File: config.mk
export PLATFORM = sky130hd
export DESIGN_NAME = zt_sram
export DESIGN_NICKNAME = d
export VERILOG_FILES = /design/src/rtl/zt_pkg.sv /design/src/rtl/zt_sleep_ctl.sv /design/src/rtl/zt_wr_sched.sv /design/src/rtl/zt_lane_array.sv /design/src/rtl/zt_rd_path.sv /design/src/rtl/zt_sram.sv
export SDC_FILE = /design/constraint.sdc
export NUM_CORES = 1
export LEC_CHECK = 0
export BUFFER_PORTS_ARGS = -buffer_cell sky130_fd_sc_hd__buf_2
export CAP_MARGIN = 20
export CORE_ASPECT_RATIO = 0.7
export CORE_MARGIN = 2
export CORE_UTILIZATION = 60
export CTS_BUF_LIST = sky130_fd_sc_hd__clkbuf_16
export DETAILED_ROUTE_END_ITERATION = 7
export PLACE_DENSITY = 0.75
export SETUP_SLACK_MARGIN = 0.02
export SYNTH_ARGS = -nofsm -noshare
export SYNTH_HDL_FRONTEND = slang
export SYNTH_SLANG_ARGS = --single-unit
File: constraint.sdc
create_clock -name clk -period 2.62 [get_ports clk]
set_input_delay 0.262 -clock clk [delete_from_list [all_inputs] [get_ports clk]]
set_output_delay 0.262 -clock clk [all_outputs]
set_load 0.005 [all_outputs]
File: src/rtl/zt_pkg.sv
package zt_pkg;

  // Longest data latency (pipelined mode), in cycles after the command.
  localparam int MAX_LAT = 2;

  typedef enum logic [2:0] {
    SLP_AWAKE  = 3'd0,
    SLP_ENTER  = 3'd1,
    SLP_ASLEEP = 3'd2,
    SLP_WAKE1  = 3'd3,
    SLP_WAKE2  = 3'd4
  } slp_state_e;

  // Slot index a new write enters so that it commits after its data latency.
  function automatic int load_slot(input logic slow);
    return slow ? (MAX_LAT - 1) : 0;
  endfunction

endpackage

File: src/rtl/zt_sleep_ctl.sv
module zt_sleep_ctl
  import zt_pkg::*;
(
  input  logic clk,
  input  logic rst_n,
  input  logic sleep_req,
  output logic cmd_ready
);

  slp_state_e state_q;
  slp_state_e state_d;

  always_comb begin
    state_d = state_q;
    unique case (state_q)
      SLP_AWAKE:  state_d = sleep_req ? SLP_ENTER  : SLP_AWAKE;
      SLP_ENTER:  state_d = sleep_req ? SLP_ASLEEP : SLP_AWAKE;
      SLP_ASLEEP: state_d = sleep_req ? SLP_ASLEEP : SLP_WAKE1;
      SLP_WAKE1:  state_d = sleep_req ? SLP_ASLEEP : SLP_WAKE2;
      SLP_WAKE2:  state_d = sleep_req ? SLP_ASLEEP : SLP_AWAKE;
      default:    state_d = SLP_AWAKE;
    endcase
  end

  always_ff @(posedge clk or negedge rst_n) begin
    if (!rst_n) begin
      state_q <= SLP_AWAKE;
    end else begin
      state_q <= state_d;
    end
  end

  assign cmd_ready = (state_q == SLP_AWAKE) || (state_q == SLP_ENTER);

endmodule

File: src/rtl/zt_wr_sched.sv
module zt_wr_sched
  import zt_pkg::*;
#(
  parameter int ADDR_W    = 4,
  parameter int NUM_LANES = 2
) (
  input  logic                 clk,
  input  logic                 rst_n,
  input  logic                 push,
  input  logic                 push_slow,
  input  logic [ADDR_W-1:0]    push_addr,
  input  logic [NUM_LANES-1:0] push_be,
  output logic                 cmt_en,
  output logic [ADDR_W-1:0]    cmt_addr,
  output logic [NUM_LANES-1:0] cmt_be,
  output logic                 pend
);

  logic [MAX_LAT-1:0]                    slot_v_q, slot_v_d;
  logic [MAX_LAT-1:0][ADDR_W-1:0]        slot_a_q, slot_a_d;
  logic [MAX_LAT-1:0][NUM_LANES-1:0]     slot_b_q, slot_b_d;
  logic                                  slot_ce;
  int                                    ld_idx;

  assign ld_idx = load_slot(push_slow);

  always_comb begin
    slot_v_d = '0;
    slot_a_d = slot_a_q;
    slot_b_d = slot_b_q;
    for (int i = 0; i < MAX_LAT - 1; i++) begin
      slot_v_d[i] = slot_v_q[i+1];
      slot_a_d[i] = slot_a_q[i+1];
      slot_b_d[i] = slot_b_q[i+1];
    end
    if (push) begin
      slot_v_d[ld_idx] = 1'b1;
      slot_a_d[ld_idx] = push_addr;
      slot_b_d[ld_idx] = push_be;
    end
  end

  assign slot_ce = push || (|slot_v_q);

  always_ff @(posedge clk or negedge rst_n) begin
    if (!rst_n) begin
      slot_v_q <= '0;
    end else begin
      slot_v_q <= slot_v_d;
    end
  end

  always_ff @(posedge clk) begin
    if (slot_ce) begin
      slot_a_q <= slot_a_d;
      slot_b_q <= slot_b_d;
    end
  end

  assign cmt_en   = slot_v_q[0];
  assign cmt_addr = slot_a_q[0];
  assign cmt_be   = slot_b_q[0];
  assign pend     = |slot_v_q;

endmodule

File: src/rtl/zt_lane_array.sv
module zt_lane_array #(
  parameter int ADDR_W    = 4,
  parameter int NUM_LANES = 2,
  parameter int LANE_W    = 8
) (
  input  logic                        clk,
  input  logic                        wr_en,
  input  logic [ADDR_W-1:0]           wr_addr,
  input  logic [NUM_LANES-1:0]        wr_be,
  input  logic [NUM_LANES*LANE_W-1:0] wr_data,
  input  logic [ADDR_W-1:0]           rd_addr,
  output logic [NUM_LANES*LANE_W-1:0] rd_data
);

  localparam int DEPTH = 1 << ADDR_W;

  for (genvar g = 0; g < NUM_LANES; g++) begin : g_lane
    logic [LANE_W-1:0] lane_mem [DEPTH];
    logic              lane_we;

    assign lane_we = wr_en && wr_be[g];

    always_ff @(posedge clk) begin
      if (lane_we) begin
        lane_mem[wr_addr] <= wr_data[g*LANE_W +: LANE_W];
      end
    end

    assign rd_data[g*LANE_W +: LANE_W] = lane_mem[rd_addr];
  end

endmodule

File: src/rtl/zt_rd_path.sv
module zt_rd_path #(
  parameter int ADDR_W    = 4,
  parameter int NUM_LANES = 2,
  parameter int LANE_W    = 8
) (
  input  logic                        clk,
  input  logic                        rst_n,
  input  logic                        mode_slow,
  input  logic                        cap,
  input  logic [ADDR_W-1:0]           cap_addr,
  input  logic [NUM_LANES*LANE_W-1:0] arr_data,
  input  logic                        cmt_en,
  input  logic [ADDR_W-1:0]           cmt_addr,
  input  logic [NUM_LANES-1:0]        cmt_be,
  input  logic [NUM_LANES*LANE_W-1:0] cmt_data,
  output logic [NUM_LANES*LANE_W-1:0] rdata_out,
  output logic                        rdata_oe,
  output logic                        rd_busy
);

  localparam int DW = NUM_LANES * LANE_W;

  // Overlay the lanes of a committing write onto a word already read.
  function automatic logic [DW-1:0] fold(input logic [DW-1:0] base,
                                         input logic            hit,
                                         input logic [NUM_LANES-1:0] be,
                                         input logic [DW-1:0]   nd);
    logic [DW-1:0] res;
    res = base;
    for (int l = 0; l < NUM_LANES; l++) begin
      if (hit && be[l]) begin
        res[l*LANE_W +: LANE_W] = nd[l*LANE_W +: LANE_W];
      end
    end
    return res;
  endfunction

  logic              s0_v_q, s0_v_d;
  logic [ADDR_W-1:0] s0_a_q;
  logic [DW-1:0]     s0_d_q, s0_d_d;
  logic              s1_v_q, s1_v_d;
  logic [DW-1:0]     s1_d_q, s1_d_d;
  logic              s0_hit, s1_hit;
  logic              s0_ce, s1_ce;

  assign s0_hit = cmt_en && (cmt_addr == cap_addr);
  assign s1_hit = cmt_en && (cmt_addr == s0_a_q);

  always_comb begin
    s0_v_d = cap;
    s0_d_d = fold(arr_data, s0_hit, cmt_be, cmt_data);
    s1_v_d = s0_v_q && mode_slow;
    s1_d_d = fold(s0_d_q, s1_hit, cmt_be, cmt_data);
  end

  assign s0_ce = cap;
  assign s1_ce = s1_v_d;

  always_ff @(posedge clk or negedge rst_n) begin
    if (!rst_n) begin
      s0_v_q <= 1'b0;
      s1_v_q <= 1'b0;
    end else begin
      s0_v_q <= s0_v_d;
      s1_v_q <= s1_v_d;
    end
  end

  always_ff @(posedge clk) begin
    if (s0_ce) begin
      s0_a_q <= cap_addr;
      s0_d_q <= s0_d_d;
    end
    if (s1_ce) begin
      s1_d_q <= s1_d_d;
    end
  end

  always_comb begin
    if (mode_slow) begin
      rdata_oe  = s1_v_q;
      rdata_out = s1_v_q ? s1_d_q : '0;
    end else begin
      rdata_oe  = s0_v_q;
      rdata_out = s0_v_q ? s0_d_q : '0;
    end
  end

  assign rd_busy = s0_v_q || s1_v_q;

endmodule

File: src/rtl/zt_sram.sv
module zt_sram #(
  parameter int ADDR_W    = 4,
  parameter int NUM_LANES = 2,
  parameter int LANE_W    = 8
) (
  input  logic                        clk,
  input  logic                        rst_n,
  input  logic                        pipe_mode,
  input  logic                        sleep_req,
  input  logic                        cmd_valid,
  input  logic                        cmd_we,
  input  logic [ADDR_W-1:0]           cmd_addr,
  input  logic [NUM_LANES-1:0]        cmd_be,
  input  logic [NUM_LANES*LANE_W-1:0] wdata_in,
  output logic [NUM_LANES*LANE_W-1:0] rdata_out,
  output logic                        rdata_oe
);

  localparam int DW = NUM_LANES * LANE_W;

  logic              cmd_ready;
  logic              accept;
  logic              mode_q;
  logic              mode_ce;
  logic              busy;
  logic              wr_pend;
  logic              rd_busy;
  logic              cmt_en;
  logic [ADDR_W-1:0] cmt_addr;
  logic [NUM_LANES-1:0] cmt_be;
  logic [DW-1:0]     arr_data;

  zt_sleep_ctl u_sleep (
    .clk       (clk),
    .rst_n     (rst_n),
    .sleep_req (sleep_req),
    .cmd_ready (cmd_ready)
  );

  assign accept  = cmd_valid && cmd_ready;
  assign busy    = wr_pend || rd_busy;
  assign mode_ce = !busy && !accept;

  always_ff @(posedge clk or negedge rst_n) begin
    if (!rst_n) begin
      mode_q <= 1'b1;
    end else if (mode_ce) begin
      mode_q <= pipe_mode;
    end
  end

  zt_wr_sched #(
    .ADDR_W    (ADDR_W),
    .NUM_LANES (NUM_LANES)
  ) u_wsched (
    .clk       (clk),
    .rst_n     (rst_n),
    .push      (accept && cmd_we),
    .push_slow (mode_q),
    .push_addr (cmd_addr),
    .push_be   (cmd_be),
    .cmt_en    (cmt_en),
    .cmt_addr  (cmt_addr),
    .cmt_be    (cmt_be),
    .pend      (wr_pend)
  );

  zt_lane_array #(
    .ADDR_W    (ADDR_W),
    .NUM_LANES (NUM_LANES),
    .LANE_W    (LANE_W)
  ) u_array (
    .clk     (clk),
    .wr_en   (cmt_en),
    .wr_addr (cmt_addr),
    .wr_be   (cmt_be),
    .wr_data (wdata_in),
    .rd_addr (cmd_addr),
    .rd_data (arr_data)
  );

  zt_rd_path #(
    .ADDR_W    (ADDR_W),
    .NUM_LANES (NUM_LANES),
    .LANE_W    (LANE_W)
  ) u_rpath (
    .clk       (clk),
    .rst_n     (rst_n),
    .mode_slow (mode_q),
    .cap       (accept && !cmd_we),
    .cap_addr  (cmd_addr),
    .arr_data  (arr_data),
    .cmt_en    (cmt_en),
    .cmt_addr  (cmt_addr),
    .cmt_be    (cmt_be),
    .cmt_data  (wdata_in),
    .rdata_out (rdata_out),
    .rdata_oe  (rdata_oe),
    .rd_busy   (rd_busy)
  );

endmodule

======== Word-level counts from Yosys, hierarchy flattened ========
Memories as Yosys holds them, arrays and structs flattened. A register that Yosys moved wholly into a read port is not among the register bits.
Index checks and enable logic that the tools add are counted.
operators by class
  $lt $le $gt $ge ......................... 2
  equality and inequality tests ........... 5
  mux-type cells .......................... 27
  bitwise logic cells ..................... 1
  reductions and logical operators ........ 22
operator list
  cell                                                                 count
  2-to-1 mux 16 bit                                                    3
  greater-or-equal comparator 32 x 1 -> 1 bit (second input constant)  1
  less-than comparator 32 x 3 -> 1 bit (second input constant)         1
  2-to-1 mux 8 bit                                                     2
  case mux 3 bit (4 select lines)                                      1
  logical AND 1 bit                                                    11
  2-to-1 mux 1 bit                                                     9
  bitwise mux 8 bit                                                    1
  2-to-1 mux 2 bit                                                     4
  2-to-1 mux 4 bit                                                     2
  equality test 3 x 2 -> 1 bit (second input constant)                 2
  bitwise mux 4 bit                                                    1
  demux 4 bit (select 1 bit)                                           1
  equality test 4 bit                                                  1
  logical OR 1 bit                                                     4
  OR reduction 2 bit                                                   2
  equality test 3 x 1 -> 1 bit (second input constant)                 1
  equality test 3 bit (second input constant)                          1
  logical NOT 1 bit                                                    3
  logical NOT 3 bit                                                    1
  2-to-1 mux 3 bit                                                     1
  demux 2 bit (select 1 bit)                                           1
  bitwise OR 1 x 2 -> 2 bit                                            1
  AND reduction 2 bit                                                  1
  demux 1 bit (select 1 bit)                                           1
storage, ports and cells
  flip-flop bits (word level) ............. 40
  RAM bits ................................ 256
  word-level logic and storage cells ...... 70
  memories kept ........................... 2
memories
  name                        words  width  read ports  clocked after memory_dff  wr ports  line                 source
  u_array.g_lane[0].lane_mem  16     8      1           1                         1         zt_lane_array.sv:18  logic [LANE_W-1:0] lane_mem [DEPTH];
  u_array.g_lane[1].lane_mem  16     8      1           1                         1         zt_lane_array.sv:18

======== Depth between registers and ports, before layout ========
Gate-level depths: netlist of run 1.
  depth in word-level cells ............... 7
  gate-level depth with buffers ........... 6
  gate-level depth less buffers ........... 4

======== Hierarchy ========
Synthesis of run 1 repeated with hierarchy kept, for this count alone.
second synthesis, totals
  cells, all modules ...................... 611
  area, all modules ....................... 12640.9 µm²
modules (own cells, without submodules)
  module         times used  cells each  area an instance (µm²)  sequential area each (µm²)
  zt_lane_array  1           444         9844.4                  7687.4
  zt_rd_path     1           117         2008.2                  1131.1
  zt_wr_sched    1           32          590.6                   410.4
  zt_sleep_ctl   1           12          132.6                   75.1
  zt_sram        1           6           65.1                    26.3

======== Worst setup path before layout of run 1 ========
Ideal clock, no wire load.
  path type ............................... register -> register
  start point ............................. reg u_sleep.state_q[2]
  end point ............................... reg u_rpath.s0_a_q[0], enable pin
  library setup time ...................... 0.398 ns
  arrival time ............................ 1.463 ns
  setup slack ............................. 0.760 ns
  stages on the path, launching flop included .. 4
  path buffers ............................ 0
  cells stage by stage .................... dfrtp_1 > nor2_1 > nand2_1 > nor2_1
on the way
  longest elaborated chain between the ends .. 4
  elaborated cells between the ends (all ways) .. 5
  those cells by class .................... eq/ne: 1; reduce/logical: 4
ends and longest elaborated chain
  element                                                            line                source
  start, declared                                                    zt_sleep_ctl.sv:10  slp_state_e state_q;
  start signal, assigned                                             zt_sleep_ctl.sv:29  state_q <= state_d;
  equality test 3 x 1 -> 1 bit or logical NOT 3 bit (tied branches)  zt_sleep_ctl.sv:33  assign cmd_ready = (state_q == SLP_AWAKE) || (state_q == SLP_ENTER);
  logical OR 1 bit (*)                                               zt_sleep_ctl.sv:33
  logical AND 1 bit (*)                                              zt_sram.sv:40       assign accept = cmd_valid && cmd_ready;
  logical AND 1 bit (*)                                              zt_sram.sv:90       .cap (accept && !cmd_we),
  named net u_rpath.cap                                              zt_rd_path.sv:9     input logic cap,
  end signal, assigned                                               zt_rd_path.sv:71    s0_a_q <= cap_addr;
  end, declared                                                      zt_rd_path.sv:39    logic [ADDR_W-1:0] s0_a_q;
The timed path passes the listed nets; every way through them passes the cells marked *.
A chain may end at the register's enable or synchronous reset.

======== Worst setup path after layout of run 1 ========
  start point ............................. reg mode_q
  end point ............................... out rdata_out[8]
on the way
  longest elaborated chain between the ends .. 1
ends and longest elaborated chain
  element                 line              source
  start, declared         zt_sram.sv:23     logic mode_q;
  start signal, assigned  zt_sram.sv:48     mode_q <= pipe_mode;
  2-to-1 mux 16 bit       zt_rd_path.sv:80  if (mode_slow) begin
  end, declared           zt_sram.sv:15     output logic [NUM_LANES*LANE_W-1:0] rdata_out,
Every way passes these cells.

==> results of run 1 <==
## sequential cells by signal, summed over array words and instances (netlist names)
register	cells
mode_q	1
u_array.g_lane.lane_mem	256
u_rpath.s0_a_q	4
u_rpath.s0_d_q	16
u_rpath.s0_v_q	1
u_rpath.s1_d_q	16
u_rpath.s1_v_q	1
u_sleep.state_q	3
u_wsched.cmt_addr	4
u_wsched.cmt_be	2
u_wsched.slot_a_q	4
u_wsched.slot_b_q	2
u_wsched.slot_v_q	2
## what timing repair did
action | CTS | global route
gates resized for setup | 0 | 0
hold endpoints to repair | 12 | 0
hold buffers | 5 | 0
## cells in the mapped netlist
library cell and number:
edfxtp_1 304, mux4_2 59, mux2i_1 49, mux2_2 39
nor2_1 38, a22o_1 16, clkbuf_1 13, buf_2 9
xnor2_1 9, dfrtp_1 7, nand3_1 7, nand2_1 6
buf_6 5, mux4_1 5, nand4_1 4, nor2_2 4
nor2b_1 3, or2_2 3, and2_1 2, buf_1 2
nand2b_1 2, and3_1 1, clkbuf_4 1, dfstp_2 1
nand4bb_1 1, nor3_1 1, nor3b_1 1, nor4bb_1 1
o21ai_0 1
## routing by layer
metal / vias to the layer above / wire length (um)
met1: 3235 / 11600
met2: 295 / 11400
met4: 0 / 403
met3: 39 / 2340
met5: - / 0
li1: 2637 / -
## worst max path at each step
stage                               endpoint
after global routing            rdata_out[8]
after CTS                       rdata_out[8]
after global placement    u_rpath.s0_d_q[12]
final                           rdata_out[8]
after floorplan            u_rpath.s0_a_q[0]
after detailed placement   u_rpath.s0_d_q[0]
## placed cells by master (no fill, tap or decap), types with 2 or more instances in the layout
cell / instances
edfxtp_1: 304
mux4_2: 59
mux2i_1: 49
buf_4: 46
buf_2: 43
mux2_2: 39
nor2_1: 37
clkbuf_16: 29
a22o_1: 16
xnor2_1: 9
clkinv_2: 9
nand3_1: 7
clkinv_1: 7
dfrtp_1: 7
nand2_1: 6
nor2_2: 5
mux4_1: 5
dlygate4sd3_1: 5
nand4_1: 4
nor2b_1: 3
or2_2: 3
clkinvlp_4: 3
buf_12: 3
and2_1: 2
nand2b_1: 2
bufinv_16: 2
## cell type report
type | count | share of cell area, %
flip-flops and latches | 312 | 65.6
well taps | 276 | 2.43
repair buffers | 98 | 4.79
clock buffers | 29 | 5.10
multi-input cells | 252 | 20.9
clock inverters | 24 | 1.23
## through the flow
step                      hold WS, ns  power (W)  instance area, um^2  worst slack (ns)  util, %
after CTS                      0.0764     0.0109                14200             0.271     69.3
after detailed placement        0.110    0.00693                13300             0.333     64.7
final                          0.0944     0.0108                14200             0.273     69.3
after floorplan               -0.0336    0.00654                12500             0.760        -
after global placement         0.0998    0.00687                13300             0.372     64.6
after global routing           0.0964     0.0111                14200             0.165     69.3
## report_power, final
group / switching (W) / internal, W
clock network: 0.00174 / 0.00222
logic: 0.000551 / 0.000411
registers: 0.000160 / 0.00572
total: 0.00245 / 0.00835
## kinds of logic (layout without fill, tap and decap cells)
logic type	Yosys count	in the layout	share of synthesized area [%]
AOI/OAI and AO/OA	17	17	1.16
xor gates and xnor gates	9	9	0.633
buffers and inverters	30	151	1.33
DFF	312	312	74.9
muxes	152	152	19.2
and+or+nand+nor	74	74	2.83
==> results.ini, run 1 <==
[outcome]
outcome = completed

[routing]
viasPerCell = 6.26
num_vias = 6206
wire_per_inst_um = 26.0
route.detailed.drc = 0
drtIter0Drc = 817
dr.pass1.iters = 5
detail-route-antenna-nets = 0
drt-total-wl_mm = 25.7

[clocking]
cts-root-buf = clkbuf_16
tritoncts = done
clk_pin_slew_ns = 0.06
htree_levels = 1
cts.sinks = 312
clockBufferDepth = 3
postCtsSetupBuffers = 0
numCtsBuffers = 29
clk_latency_ns = 0.54

[final_layout]
syn_to_final_growth_pct = 14.2
multi_input_area_mm2 = 0.00297
seq_area_mm2 = 0.00933
diodes = 0
fillerInstances = 1261
drive_gt1_share_pct = 34.3
final_nets = 721
finalNonFillerCells = 991

[setup_path]
worstPathRequired_ns = 2.36
r2r_cells = 4
r2r-end = u_rpath.s1_d_q[5]
critPathBufInv = 1
startpoint_type = register
crit_type = register to output pin
path_cells = and2_1 > a22o_1 > buf_2
critPathMaxFanout = 17
worst_path_largest_cell_delay_ns = 0.59
cp-end-kind = output pin
worstPathArrival_ns = 2.08
reg2reg_slack_ns = 0.51
rr_startpoint = u_wsched.cmt_addr[2]
startpoint = mode_q
crit_family = simple AND/OR/NAND/NOR gates
cp.depth = 3
cpMaxStageDelayCell = and2_1

[place]
io_buffers = 44
dp_cells = 933
place_congestion = 0.792
place_hpwl_mm = 16.8

[sta]
setup_violations = 0
tightestPinTransition_ns = 0.851
fmax_mhz = 426
finClkSkew_ns = 0.00753
rsz0062_at_grt = false
hold_violations = 0
drv_slew = 0
period_share_pct = 89.6
max_slew_margin_pct = 43.2
tns_ns = 0
period_needed_ns = 2.35

[grt]
met1_usage_pct = 40.8
use_met3_pct = 3.75
met2_usage_pct = 34.7
grt_max_degree = 39
grtUsageTotal_pct = 24.3
grt_overflow = 0
antenna_found_initial = 0
grt_pass1_vias = 6310
grt.busiest_layer = met1
grt_pass1_wl_mm = 39.2

[synthesis]
synth_cells = 594
synth.distinct_cells = 29
synth_seq_cells = 312
postSynthAreaPerCell_um2 = 21.0
synth_area_mm2 = 0.0125
yosysWarnings = 0
postSynthNetCount = 622
yosys.area.top_type_share_pct = 73.3
seq_area_frac_synth_pct = 74.9
yosys-top-cells-area = edfxtp_1 73%, mux4_2 11%, mux2i_1 3.9%
yosysTopAreaCell = edfxtp_1

[pwr]
p_per_area_mw_per_mm2 = 759
peakVddDrop_mv = 0.553
p_leak_nw = 4.83

[die]
core_mm2 = 0.0205
ios = 45
dieHeight_um = 125
initial_core_util_pct = 60.7
die_area_mm2 = 0.0220
num_rows = 44
die_x_um = 176

[run]
drv_cap = 0

[min_path]
hp-class = primary input to asynchronous set/reset pin

(Power assumes the default switching activity.)
==> run 2, diff against run 1 <==
--- a/config.mk
+++ b/config.mk
@@ -10,7 +10,6 @@
 export CORE_ASPECT_RATIO = 0.7
 export CORE_MARGIN = 2
 export CORE_UTILIZATION = 60
-export CTS_BUF_LIST = sky130_fd_sc_hd__clkbuf_16
 export DETAILED_ROUTE_END_ITERATION = 7
 export PLACE_DENSITY = 0.75
 export SETUP_SLACK_MARGIN = 0.02
==> run 2 against run 1 <==
Against the previous run:
- sequential share of layout area unchanged
- global-route usage unchanged
- clock power about the same
- largest cell class unchanged
- largest power group unchanged
==> results.ini, run 2 (synthesis gave the netlist of run 1 again) <==
[final_layout]
final_nets = 721
drive_gt1_share_pct = 34.3
regMostFlops = u_array.g_lane.lane_mem
mostFrequentLayoutCell = edfxtp_1
top_regs = u_array.g_lane.lane_mem: 256 flops, u_rpath.s0_d_q: 16 flops, u_rpath.s1_d_q: 16 flops
syn_to_final_growth_pct = 14.2
final_cell_mix = 304 x edfxtp_1, 59 x mux4_2, 49 x mux2i_1
largest_reg_flops = 256
finalNonFillerCells = 991
diodes = 0

[routing]
num_vias = 6204
detail-route-antenna-nets = 0
wire_per_inst_um = 26.0
route.detailed.drc = 0
viasPerCell = 6.26
drtIter0Drc = 817
dr.pass1.iters = 5
drt-total-wl_mm = 25.7

[setup_path]
worstPathArrival_ns = 2.09
critPathMaxFanout = 17
cp-end-kind = output pin
reg2reg_slack_ns = 0.51
worstPathRequired_ns = 2.36
startpoint_type = register
r2r_cells = 4
rr_startpoint = u_wsched.cmt_addr[2]
r2r-end = u_rpath.s1_d_q[5]
crit_type = register to output pin

[die]
die_x_um = 176
ios = 45
dieHeight_um = 125
num_rows = 44
die_area_mm2 = 0.0220
initial_core_util_pct = 60.7
core_mm2 = 0.0205

[grt]
grt_max_degree = 39
grt_pass1_wl_mm = 39.2
grt_overflow = 0
grt_pass1_vias = 6310
antenna_found_initial = 0
grtUsageTotal_pct = 24.3

[min_path]
hp-class = primary input to asynchronous set/reset pin

[clocking]
clk_pin_slew_ns = 0.06
numCtsBuffers = 29
postCtsSetupBuffers = 0
clockBufferDepth = 3
clk_latency_ns = 0.54
cts.sinks = 312
htree_levels = 1
tritoncts = done
cts-root-buf = clkbuf_16

[outcome]
outcome = completed

[sta]
tightestPinTransition_ns = 0.851
drv_slew = 0
finClkSkew_ns = 0.00752
rsz0062_at_grt = false
max_slew_margin_pct = 43.2
fmax_mhz = 426
setup_violations = 0
period_needed_ns = 2.35
tns_ns = 0
hold_violations = 0
period_share_pct = 89.6

[pwr]
p_leak_nw = 4.82
peakVddDrop_mv = 0.553
p_per_area_mw_per_mm2 = 760

[place]
io_buffers = 44
place_congestion = 0.792
place_hpwl_mm = 16.8
dp_cells = 933

[run]
drv_cap = 0

run 2: changes by cell type in the layout (fill, tap and decap cells not counted):
cell,before,now
inv_1,1,0
clkbuf_1,0,1
run 2: timing repair:
| item | 4_1_cts | 5_1_grt |
|---|---|---|
| endpoints found under the hold margin | 12 | 0 |
| hold buffers | 5 | 0 |
| gates resized for setup | 0 | 0 |
run 2: critical path, cell delays in order, from the launching register on:
cell     delay, ns
dfstp_2       0.57
and2_1        0.59
a22o_1        0.27
buf_2         0.13
run 2: cell type report:
class	count	area, um^2
multi-input cells	252	2970
clock buffers	30	729
flip-flops and latches	312	9330
clock inverters	23	171
well taps	276	345
repair buffers	98	682
fillers	1261	6310
run 2: worst max path at each step:
stage	start	end	depth (start not counted)
3_3_place_gp	cmd_addr[0]	u_rpath.s0_d_q[12]	6
3_5_place_dp	cmd_addr[0]	u_rpath.s0_d_q[0]	7
2_1_floorplan	u_sleep.state_q[2]	u_rpath.s0_a_q[0]	3
6_report	mode_q	rdata_out[8]	3
5_1_grt	mode_q	rdata_out[8]	3
4_1_cts	mode_q	rdata_out[8]	4
run 2: through the flow:
stage	instance area [um^2]	setup WS, ns	hold WS [ns]	util (%)	power, W
2_1_floorplan	12500	0.760	-0.0336	-	0.00654
3_3_place_gp	13300	0.372	0.0998	64.6	0.00687
3_5_place_dp	13300	0.333	0.110	64.7	0.00693
4_1_cts	14200	0.271	0.0764	69.3	0.0109
5_1_grt	14200	0.165	0.0964	69.3	0.0112
6_report	14200	0.273	0.0943	69.3	0.0108
run 2: power breakdown:
part | leakage, nW | internal [W] | switching [W]
logic | 1.54 | 0.000411 | 0.000551
clock network | 0.442 | 0.00222 | 0.00174
registers | 2.85 | 0.00572 | 0.000160
run 2: layer usage:
metal  vias up  part of all wire, %  global-route usage, %
met1      3237                   45                   40.8
met4         0                  1.6                   4.62
met3        39                  9.1                   3.75
met5         -                    0                      0
met2       293                   44                   34.7
li1       2635                    -                      -
==> run 3, diff against run 2 <==
--- a/config.mk
+++ b/config.mk
@@ -15,4 +15,5 @@
 export SETUP_SLACK_MARGIN = 0.02
 export SYNTH_ARGS = -nofsm -noshare
 export SYNTH_HDL_FRONTEND = slang
+export SYNTH_HIERARCHICAL = 1
 export SYNTH_SLANG_ARGS = --single-unit
==> run 3 against run 2 <==
Against the previous run:
- sequential share of layout area decreased by 0.87 points
- design area increased by 1.3%
- critical path depth up 1
- via count up 0.87%
- synthesized cell count rose by 2.9%
- total power grew 3.1%
- non-clock buffer count stayed put
- area after synthesis rose by 1.4%
- combinational power up 13%
- clock power up 4%
- setup slack better by 0.14 ns
- critical path type is now register to register
==> results.ini, run 3 <==
[sta]
period_needed_ns = 2.21
setup_violations = 0
fmax_mhz = 452
hold_violations = 0
max_slew_margin_pct = 49.2
finClkSkew_ns = 0.0111
period_share_pct = 84.4
drv_slew = 0
rsz0062_at_grt = false
fin_hold_ws_ns = 0.0787
tightestPinTransition_ns = 0.762
tns_ns = 0

[pwr]
peakVddDrop_mv = 0.752
p_leak_nw = 4.95
p_per_area_mw_per_mm2 = 773
total_power_w = 0.0111

[routing]
num_vias = 6258
wire_per_inst_um = 25.2
route.detailed.drc = 0
drtIter0Drc = 644
drt-total-wl_mm = 25.2
dr.pass1.iters = 4
detail-route-antenna-nets = 0
viasPerCell = 6.25

[clocking]
cts-root-buf = clkbuf_16
clockBufferDepth = 3
cts.sinks = 312
htree_levels = 1
postCtsSetupBuffers = 0
clk_pin_slew_ns = 0.06
tritoncts = done
numCtsBuffers = 29
clk_latency_ns = 0.54

[place]
place_hpwl_mm = 16.6
io_buffers = 44
place_congestion = 0.784

[grt]
antenna_found_initial = 0
grt_pass1_wl_mm = 38.3
grt_max_degree = 30
grt_pass1_vias = 6255
grtUsageTotal_pct = 23.5
grt_overflow = 0

[final_layout]
drive_gt1_share_pct = 33.9
largest_reg_flops = 256
multi_input_area_mm2 = 0.00308
mostFrequentLayoutCell = edfxtp_1
fillerInstances = 1269
syn_to_final_growth_pct = 14.1
regMostFlops = u_array/g_lane.lane_mem
diodes = 0
final_cell_mix = 304 x edfxtp_1, 54 x mux4_2, 44 x buf_4
final_nets = 732
top_regs = u_array/g_lane.lane_mem: 256 flops, u_rpath/s0_d_q: 16 flops, u_rpath/s1_d_q: 16 flops
seq_area_mm2 = 0.00933

[synthesis]
yosys-top-cells-area = edfxtp_1 72%, mux4_2 9.6%, mux2_4 3.6%
synth_area_mm2 = 0.0126
synth_edf_count = 304
yosysWarnings = 6
ys_async_sr_fraction_pct = 2.56
yosysTopAreaCell = edfxtp_1
synth_cells = 611
postSynthNetCount = 639
seq_area_frac_synth_pct = 73.8
synthTopCellsByCount = 304 x edfxtp_1, 54 x mux4_2, 36 x nor2_1, 32 x a22oi_1, 30 x mux2_4
synth.distinct_cells = 41
synthFlopType = edfxtp_1
postSynthAreaPerCell_um2 = 20.7
yosysMostFrequentCell = edfxtp_1
yosys.area.top_type_share_pct = 72.2
synth_seq_cells = 312

[setup_path]
cpMaxStageDelayCell = edfxtp_1
crit_type = register to register
cp-end-kind = register
crit_family = simple AND/OR/NAND/NOR gates
worstPathRequired_ns = 2.89
critPathBufInv = 0
r2r_cells = 4
reg2reg_slack_ns = 0.41
startpoint_type = register
path_cells = or2b_1 > nand4_1 > nor3_4 > mux2_1
r2r-end = u_rpath/s0_d_q[6]
critPathMaxFanout = 9
worstPathArrival_ns = 2.48
rr_startpoint = u_wsched/cmt_addr[3]
worst_path_largest_cell_delay_ns = 0.60

[outcome]
outcome = completed

[die]
initial_core_util_pct = 61.1
dieHeight_um = 125
die_x_um = 177
die_area_mm2 = 0.0223
num_rows = 44
core_mm2 = 0.0207
ios = 45

[min_path]
worst_hold_startpoint = cmd_addr[2]
hp-class = primary input to register
holdPathEnd = u_wsched/slot_a_q[6]
hold_depth = 1

[run]
drv_cap = 0

run 3: stage by stage:
stage	instance area, um^2	utilization (%)	setup WS [ns]	std cells
after floorplan	12600	-	0.693	611
after global placement	13400	64.9	0.178	944
after detailed placement	13400	64.9	0.144	944
after CTS	14400	69.7	0.375	1002
after global routing	14400	69.7	0.301	1002
final	14400	69.7	0.409	1002
run 3: area by class of cell:
cell class / instances / area share [%]
Inverter: 2 / 0.0521
Sequential cell: 312 / 64.7
Multi-Input combinational cell: 261 / 21.4
Timing Repair Buffer: 98 / 4.96
Clock inverter: 19 / 1.35
Clock buffer: 34 / 5.16
Tap cell: 276 / 2.40
run 3: worst max path at each step:
stage | startpoint | to | slack [ns] | cells after the start
after floorplan | u_sleep/state_q[1] | u_rpath/s0_a_q[0] | 0.69 | 3
after global placement | cmd_addr[0] | u_rpath/s0_d_q[11] | 0.18 | 6
after detailed placement | cmd_addr[0] | u_rpath/s0_d_q[11] | 0.14 | 6
after CTS | mode_q | rdata_out[11] | 0.38 | 3
after global routing | mode_q | rdata_out[5] | 0.30 | 3
final | u_wsched/cmt_addr[3] | u_rpath/s0_d_q[6] | 0.41 | 4
run 3: per-layer routing:
| metal | vias up | track usage, % | routed length (um) |
|---|---|---|---|
| li1 | 2706 | - | - |
| met1 | 3236 | 37.5 | 11200 |
| met2 | 280 | 34.2 | 11300 |
| met3 | 36 | 5.47 | 2310 |
| met4 | 0 | 4.05 | 414 |
| met5 | - | 0 | 0 |
run 3: cells by family after synthesis:
| kind of cell | after synthesis | synth area share (%) |
|---|---|---|
| buffers and inverters | 38 | 1.84 |
| and+or+nand+nor | 101 | 4.30 |
| AOI/OAI and AO/OA | 53 | 3.69 |
| DFF | 312 | 73.8 |
| muxes | 104 | 16.2 |
| xor gates and xnor gates | 3 | 0.208 |
run 3: power by group:
part           internal [W]  leakage (nW)  switching, W
sequential          0.00574          2.85      0.000181
clock               0.00242         0.459       0.00172
combinational      0.000485          1.65      0.000608
run 3: what timing repair did:
| item | CTS | global route |
|---|---|---|
| hold buffers | 5 | 0 |
| hold endpoints to repair | 12 | 0 |
| gates resized for setup | 0 | 0 |
